$ cat src/rtl/rr_sampler_pkg.sv
package rr_sampler_pkg;
  localparam int SMP_W   = 8;
  localparam int CODE_W  = 3;
  localparam int MAX_CH  = 4;
  localparam int CH_W    = $clog2(MAX_CH);
  localparam int MAX_LOG = (1 << CODE_W) - 1;
  localparam int CNT_W   = MAX_LOG;
  localparam int ACC_W   = SMP_W + MAX_LOG;
  localparam logic [CODE_W-1:0] AVG_RST = 3'b100;

  typedef logic [SMP_W-1:0] smp_t;
  typedef logic [CH_W-1:0]  ch_t;

  typedef struct packed {
    logic vld;
    ch_t  ch;
    smp_t data;
  } raw_beat_t;

  function automatic logic [CNT_W-1:0] last_idx(input logic [CODE_W-1:0] code);
    logic [CNT_W:0] span;
    span = (CNT_W+1)'(1) << code;
    return CNT_W'(span - 1'b1);
  endfunction
endpackage

$ cat src/rtl/rr_avg_cfg.sv
module rr_avg_cfg
  import rr_sampler_pkg::*;
(
  input  logic              clk_i,
  input  logic              rst_ni,
  input  logic              we_i,
  input  logic [CODE_W-1:0] wdata_i,
  output logic [CODE_W-1:0] code_o,
  output logic              restart_o
);
  logic [CODE_W-1:0] code_q;

  always_ff @(posedge clk_i or negedge rst_ni) begin
    if (!rst_ni)   code_q <= AVG_RST;
    else if (we_i) code_q <= wdata_i;
  end

  // only a real change of window restarts the sums
  assign restart_o = we_i && (wdata_i != code_q);
  assign code_o    = code_q;
endmodule

$ cat src/rtl/rr_slot_seq.sv
module rr_slot_seq
  import rr_sampler_pkg::*;
#(
  parameter int NUM_CH    = 4,
  parameter int SLOT_CLKS = 25000
) (
  input  logic clk_i,
  input  logic rst_ni,
  input  logic valid_i,
  output logic req_o,
  output ch_t  ch_o,
  output logic accept_o
);
  localparam int SLOT_W = (SLOT_CLKS > 1) ? $clog2(SLOT_CLKS) : 1;
  localparam logic [SLOT_W-1:0] SLOT_LAST = SLOT_W'(SLOT_CLKS - 1);
  localparam ch_t CH_LAST = CH_W'(NUM_CH - 1);

  logic [SLOT_W-1:0] slot_q;
  ch_t               ch_q;
  logic              pend_q;
  logic              slot_end;

  assign slot_end = (slot_q == SLOT_LAST);
  assign req_o    = (slot_q == '0);
  assign accept_o = valid_i && pend_q;
  assign ch_o     = ch_q;

  always_ff @(posedge clk_i or negedge rst_ni) begin
    if (!rst_ni) begin
      slot_q <= '0;
      ch_q   <= '0;
    end else if (slot_end) begin
      slot_q <= '0;
      ch_q   <= (ch_q == CH_LAST) ? '0 : ch_q + 1'b1;
    end else begin
      slot_q <= slot_q + 1'b1;
    end
  end

  // a request stays open until answered or the slot closes
  always_ff @(posedge clk_i or negedge rst_ni) begin
    if (!rst_ni)                    pend_q <= 1'b0;
    else if (req_o)                 pend_q <= 1'b1;
    else if (accept_o || slot_end)  pend_q <= 1'b0;
  end
endmodule

$ cat src/rtl/rr_chan_avg.sv
module rr_chan_avg
  import rr_sampler_pkg::*;
(
  input  logic              clk_i,
  input  logic              rst_ni,
  input  logic              smp_vld_i,
  input  smp_t              smp_i,
  input  logic [CODE_W-1:0] code_i,
  input  logic              restart_i,
  output smp_t              res_o,
  output logic              upd_o
);
  logic [ACC_W-1:0] acc_q;
  logic [CNT_W-1:0] cnt_q;
  smp_t             res_q;
  logic             upd_q;
  logic [ACC_W-1:0] sum;
  logic [ACC_W-1:0] mean;
  logic             last;

  assign sum  = acc_q + ACC_W'(smp_i);
  assign mean = sum >> code_i;
  assign last = (cnt_q == last_idx(code_i));

  always_ff @(posedge clk_i or negedge rst_ni) begin
    if (!rst_ni) begin
      acc_q <= '0;
      cnt_q <= '0;
      res_q <= '0;
      upd_q <= 1'b0;
    end else if (restart_i) begin
      acc_q <= '0;
      cnt_q <= '0;
      upd_q <= 1'b0;
    end else if (smp_vld_i) begin
      if (last) begin
        res_q <= SMP_W'(mean);
        acc_q <= '0;
        cnt_q <= '0;
        upd_q <= 1'b1;
      end else begin
        acc_q <= sum;
        cnt_q <= cnt_q + 1'b1;
        upd_q <= 1'b0;
      end
    end else begin
      upd_q <= 1'b0;
    end
  end

  assign res_o = res_q;
  assign upd_o = upd_q;
endmodule

$ cat src/rtl/rr_raw_tap.sv
module rr_raw_tap
  import rr_sampler_pkg::*;
(
  input  logic      clk_i,
  input  logic      rst_ni,
  input  logic      accept_i,
  input  ch_t       ch_i,
  input  smp_t      data_i,
  output raw_beat_t beat_o
);
  raw_beat_t beat_q;

  always_ff @(posedge clk_i or negedge rst_ni) begin
    if (!rst_ni) begin
      beat_q <= '0;
    end else begin
      beat_q.vld <= accept_i;
      if (accept_i) begin
        beat_q.ch   <= ch_i;
        beat_q.data <= data_i;
      end
    end
  end

  assign beat_o = beat_q;
endmodule

$ cat src/rtl/rr_avg_sampler.sv
module rr_avg_sampler
  import rr_sampler_pkg::*;
#(
  parameter int NUM_CH    = 4,
  parameter int SLOT_CLKS = 25000
) (
  input  logic                     clk_i,
  input  logic                     rst_ni,
  input  logic                     avg_we_i,
  input  logic [CODE_W-1:0]        avg_code_i,
  output logic [CODE_W-1:0]        avg_code_o,
  output logic                     conv_req_o,
  output logic [CH_W-1:0]          conv_ch_o,
  input  logic                     conv_valid_i,
  input  logic [SMP_W-1:0]         conv_data_i,
  output logic                     raw_valid_o,
  output logic [CH_W-1:0]          raw_ch_o,
  output logic [SMP_W-1:0]         raw_data_o,
  output logic [MAX_CH*SMP_W-1:0]  result_o,
  output logic [MAX_CH-1:0]        result_upd_o
);
  logic [CODE_W-1:0] code;
  logic              restart;
  logic              accept;
  ch_t               cur_ch;
  raw_beat_t         beat;

  rr_avg_cfg u_cfg (
    .clk_i     (clk_i),
    .rst_ni    (rst_ni),
    .we_i      (avg_we_i),
    .wdata_i   (avg_code_i),
    .code_o    (code),
    .restart_o (restart)
  );

  rr_slot_seq #(.NUM_CH(NUM_CH), .SLOT_CLKS(SLOT_CLKS)) u_seq (
    .clk_i    (clk_i),
    .rst_ni   (rst_ni),
    .valid_i  (conv_valid_i),
    .req_o    (conv_req_o),
    .ch_o     (cur_ch),
    .accept_o (accept)
  );

  rr_raw_tap u_tap (
    .clk_i    (clk_i),
    .rst_ni   (rst_ni),
    .accept_i (accept),
    .ch_i     (cur_ch),
    .data_i   (conv_data_i),
    .beat_o   (beat)
  );

  for (genvar c = 0; c < MAX_CH; c++) begin : g_ch
    if (c < NUM_CH) begin : g_live
      rr_chan_avg u_avg (
        .clk_i     (clk_i),
        .rst_ni    (rst_ni),
        .smp_vld_i (accept && (cur_ch == CH_W'(c))),
        .smp_i     (conv_data_i),
        .code_i    (code),
        .restart_i (restart),
        .res_o     (result_o[c*SMP_W +: SMP_W]),
        .upd_o     (result_upd_o[c])
      );
    end else begin : g_absent
      assign result_o[c*SMP_W +: SMP_W] = '0;
      assign result_upd_o[c]            = 1'b0;
    end
  end

  assign avg_code_o  = code;
  assign conv_ch_o   = cur_ch;
  assign raw_valid_o = beat.vld;
  assign raw_ch_o    = beat.ch;
  assign raw_data_o  = beat.data;
endmodule

$ cat config.mk
export PLATFORM = sky130hd
export DESIGN_NAME = rr_avg_sampler
export DESIGN_NICKNAME = d
export VERILOG_FILES = /design/src/rtl/rr_sampler_pkg.sv /design/src/rtl/rr_avg_cfg.sv /design/src/rtl/rr_slot_seq.sv /design/src/rtl/rr_chan_avg.sv /design/src/rtl/rr_raw_tap.sv /design/src/rtl/rr_avg_sampler.sv
export SDC_FILE = /design/constraint.sdc
export NUM_CORES = 1
export LEC_CHECK = 0
export ABC_AREA = 1
export CORE_UTILIZATION = 30
export DETAILED_ROUTE_END_ITERATION = 8
export GPL_TIMING_DRIVEN = 1
export SETUP_SLACK_MARGIN = 0.02
export SLEW_MARGIN = 30
export SYNTH_ARGS = -nofsm -noshare
export SYNTH_HDL_FRONTEND = slang
export SYNTH_SLANG_ARGS = --single-unit
$ cat constraint.sdc
create_clock -name clk_i -period 3.5 [get_ports clk_i]
set_clock_uncertainty 0.15 [all_clocks]
set_input_delay 1.05 -clock clk_i [delete_from_list [all_inputs] [get_ports clk_i]]
set_output_delay 1.05 -clock clk_i [all_outputs]
set_load 0.005 [all_outputs]
==> results of run 1 <==
[kinds of logic (layout without fill, tap and decap cells)]
group                      count (synthesis)  in the layout  share of synthesized area [%]
and+or+nand+nor                         1001           1001                           39.4
buffers and inverters                    224            379                           8.04
AOI/OAI and AO/OA                        160            160                           8.08
DFF                                      156            156                           34.7
xor gates and xnor gates                  56             56                           4.36
adders and majority gates                 47             47                           5.49
[flip-flops by register name, summed over array words and instances, names as in the netlist]
signal,cells
u_seq.ch_o,2
g_ch.g_live.u_avg.cnt_q,28
g_ch.g_live.u_avg.upd_o,4
g_ch.g_live.u_avg.res_o,32
u_seq.pend_q,1
u_cfg.code_o,3
u_tap.beat_o,11
u_seq.slot_q,15
g_ch.g_live.u_avg.acc_q,60
[report_power, final]
group	internal (mW)	total (mW)	switching, mW	leakage [nW]
clock	1.17	2.00	0.826	0.298
combinational	0.260	0.741	0.480	4.51
sequential	1.82	1.84	0.0205	2.14
[placed cells by master (no fill, tap or decap), types with 8 or more instances in the layout]
master and instances:
clkdlybuf4s50_1 66, nor3_1 14, xnor2_1 22, buf_4 94, buf_12 8, inv_2 8
dfrtp_1 154, ha_1 43, nand3_1 278, nor2_1 125, a21oi_1 45, xor2_1 34
nand2_1 512, nand3b_1 8, inv_1 167, o21ai_1 13, o22ai_1 35, nand4_1 12
clkbuf_16 17, o21ai_0 47
[area by class of cell]
| type | count | area (µm²) | area share [%] |
|---|---|---|---|
| flip-flops and latches | 156 | 3910 | 28.4 |
| inverters | 178 | 671 | 4.87 |
| repair buffers | 169 | 1540 | 11.2 |
| multi-input cells | 1264 | 6450 | 46.9 |
| well taps | 468 | 586 | 4.25 |
| clock inverters | 12 | 159 | 1.15 |
| clock buffers | 20 | 457 | 3.32 |
[metrics by stage]
step	worst slack, ns	setup TNS, ns	area (µm²)	utilization (%)
2_1_floorplan	0.651	0	11300	-
3_3_place_gp	-0.146	-1.82	13100	35.7
3_5_place_dp	-0.175	-2.47	13100	35.7
4_1_cts	0.132	0	13800	37.4
5_1_grt	0.0150	0	13800	37.4
6_report	0.197	0	13800	37.4
[worst max path at each step]
| stage | from | end | slack, ns | cells after the start |
|---|---|---|---|---|
| floorplan | conv_data_i[0] | g_ch[2].g_live.u_avg.res_o[0] | 0.65 | 12 |
| global placement | conv_data_i[0] | g_ch[3].g_live.u_avg.res_o[1] | -0.15 | 13 |
| detailed placement | conv_data_i[0] | g_ch[2].g_live.u_avg.res_o[4] | -0.17 | 14 |
| CTS | u_seq.slot_q[7] | conv_req_o | 0.13 | 5 |
| global route | u_seq.slot_q[7] | conv_req_o | 0.02 | 5 |
| finish | u_seq.slot_q[7] | conv_req_o | 0.20 | 5 |
[worst max-delay path: stages, from the launching register on]
cell and delay [ns]:
dfrtp_1 0.39, or2_2 0.32, nor4_2 0.18, nand3_1 0.12, nor2_1 0.13, clkdlybuf4s50_1 0.52
[routing by layer]
metal  wire (µm)  share of wire [%]  vias to the layer above  GRT usage [%]
met4         737                2.1                        0           5.38
met3        1950                5.6                       46           2.89
met2       15800                 46                      279           31.1
met1       16200                 47                     5256           25.5
li1            -                  -                     5659              -
met5           0                  0                        -              0
[what timing repair did]
item                       CTS  global route
setup endpoints to repair    0             1
resized for setup            0             1
hold buffers                 0             0
==> summary.md, run 1 <==
| Metric | Value |
|---|---|
| Status | `complete, no violations` |
| Aggregate global routing overflow | `0` |
| Clock sinks | `156` |
| Min-delay src | `g_ch[0].g_live.u_avg.res_o[7]` |
| R2r setup slk | `0.55 ns` |
| Nets | `1,848` |
| RR Endpoint | `g_ch[0].g_live.u_avg.acc_q[14]` |
| IO Port Bufs | `67` |
| CORE AREA | `0.0368 mm²` |
| Layout area overhead | `22.3%` |
| Clock Path Buffers | `2` |
| First-pass GRT wire length | `57,500 µm` |
| Pin count of the biggest net entering global routing | `61` |
| Most frequent cell after synthesis | `nand2_1` |
| Number of H-tree levels | `4` |
| Maximum vdd drop | `0.000343 V` |
| Final ANT Viol Nets | `0` |
| Setup-failing EPs final | `0` |
| Final Max Slew Viols | `0` |
| Fraction of layout instances using a drive strength above 1 | `10.2%` |
| Die area | `0.0383 mm²` |
| Fillers | `3,831` |
| Synth Flop Type | `dfrtp_1` |
| Most frequent cells after synthesis | `nand2_1, nand3_1, inv_1, dfrtp_1, nor2_1` |
| Num CTS Buffers | `17` |
| Static leakage | `6.95 nW` |
| Placed insts | `2,235` |
| Hold slack | `0.329 ns` |
| Wirelength per Cell | `15.3 µm` |
| Die width | `196 µm` |
| Die Ht | `196 µm` |
| Ports | `68` |
| Measured slew at the worst slew-check pin | `0.616 ns` |
| Area share of the largest cell type after synthesis | `34.5%` |
| Critical path class | `register to output pin` |
| Row Count | `70` |
| 1st-iter DRT viols | `902` |
| Fraction of synthesis flops using an asynchronous set or reset pin | `100%` |
| Tot Pwr | `4.58 mW` |
| Worst EP required | `2.30 ns` |
| Starting Density | `30.6%` |
| Initial antenna violation count | `0` |
| Maximum fanout along the worst path | `3` |
| Final worst path period need | `3.30 ns` |
| Number of synthesized flops with an enable pin | `0` |
| Final period utilization | `94.4%` |
| Worst setup SP type | `register` |
| Synth cell types | `49` |
| Drc violations | `0` |
| Hold path depth | `2` |
| Synth warn | `0` |
| Synth area leader | `dfrtp_1` |
| Syn Inst Count | `1,644` |
| # diodes | `0` |
| Crit path DAT | `2.10 ns` |
| Worst R2R Path Depth | `13` |
| Via count | `11,240` |
| Endpoints failing hold | `0` |
| Detailed placer's ending HPWL | `25,900 µm` |
| Final cell count without fillers | `2,267` |
| Worst hold-check path type | `register to register` |
| DR vias/cell | `4.96` |
| Unrepaired setup endpoints after global routing | `no` |
| Max Cap Viol | `0` |
| Reg2reg start | `u_cfg.code_o[1]` |
| Max-slew headroom | `58.9%` |
| Syn_area_per_cell | `6.85 µm²` |
| Pwr dens | `332 mW/mm²` |
| Routed wire length | `34,700 µm` |
| Synth area leaders | `dfrtp_1, nand2_1, nand3_1` |
| Synthesized Nets | `1,706` |
| Clk root buf | `clkbuf_16` |
| WHS Endpoint | `g_ch[0].g_live.u_avg.res_o[7]` |
| Tot GR Track Use | `18.9%` |
| Register area share after synthesis | `34.7%` |
| Upper clock frequency limit | `0.303 GHz` |
| Drt first pass iters | `6` |
| Clock transition at the registers of the reported paths | `0.07 ns` |
| Post-CTS Repair Setup Buffers | `0` |
| Vias in the first global route | `11,086` |
| CTS tree | `yes` |
| Crit path capture type | `output pin` |
| Post-Syn Area | `0.0113 mm²` |
| Final RePlAce weighted congestion | `0.917` |
| Clock Latency Late Sink | `0.44 ns` |
| Synthesized flop and latch total | `156` |
No activity file was read; power rests on OpenSTA's default activity.
==> run 2, diff against run 1 <==
--- a/config.mk
+++ b/config.mk
@@ -10,7 +10,7 @@
 export DETAILED_ROUTE_END_ITERATION = 8
 export GPL_TIMING_DRIVEN = 1
 export SETUP_SLACK_MARGIN = 0.02
-export SLEW_MARGIN = 30
+export SLEW_MARGIN = 20
 export SYNTH_ARGS = -nofsm -noshare
 export SYNTH_HDL_FRONTEND = slang
 export SYNTH_SLANG_ARGS = --single-unit
==> results of run 2 <==
No change in the layout: final DEF, timing and power equal those of run 1.
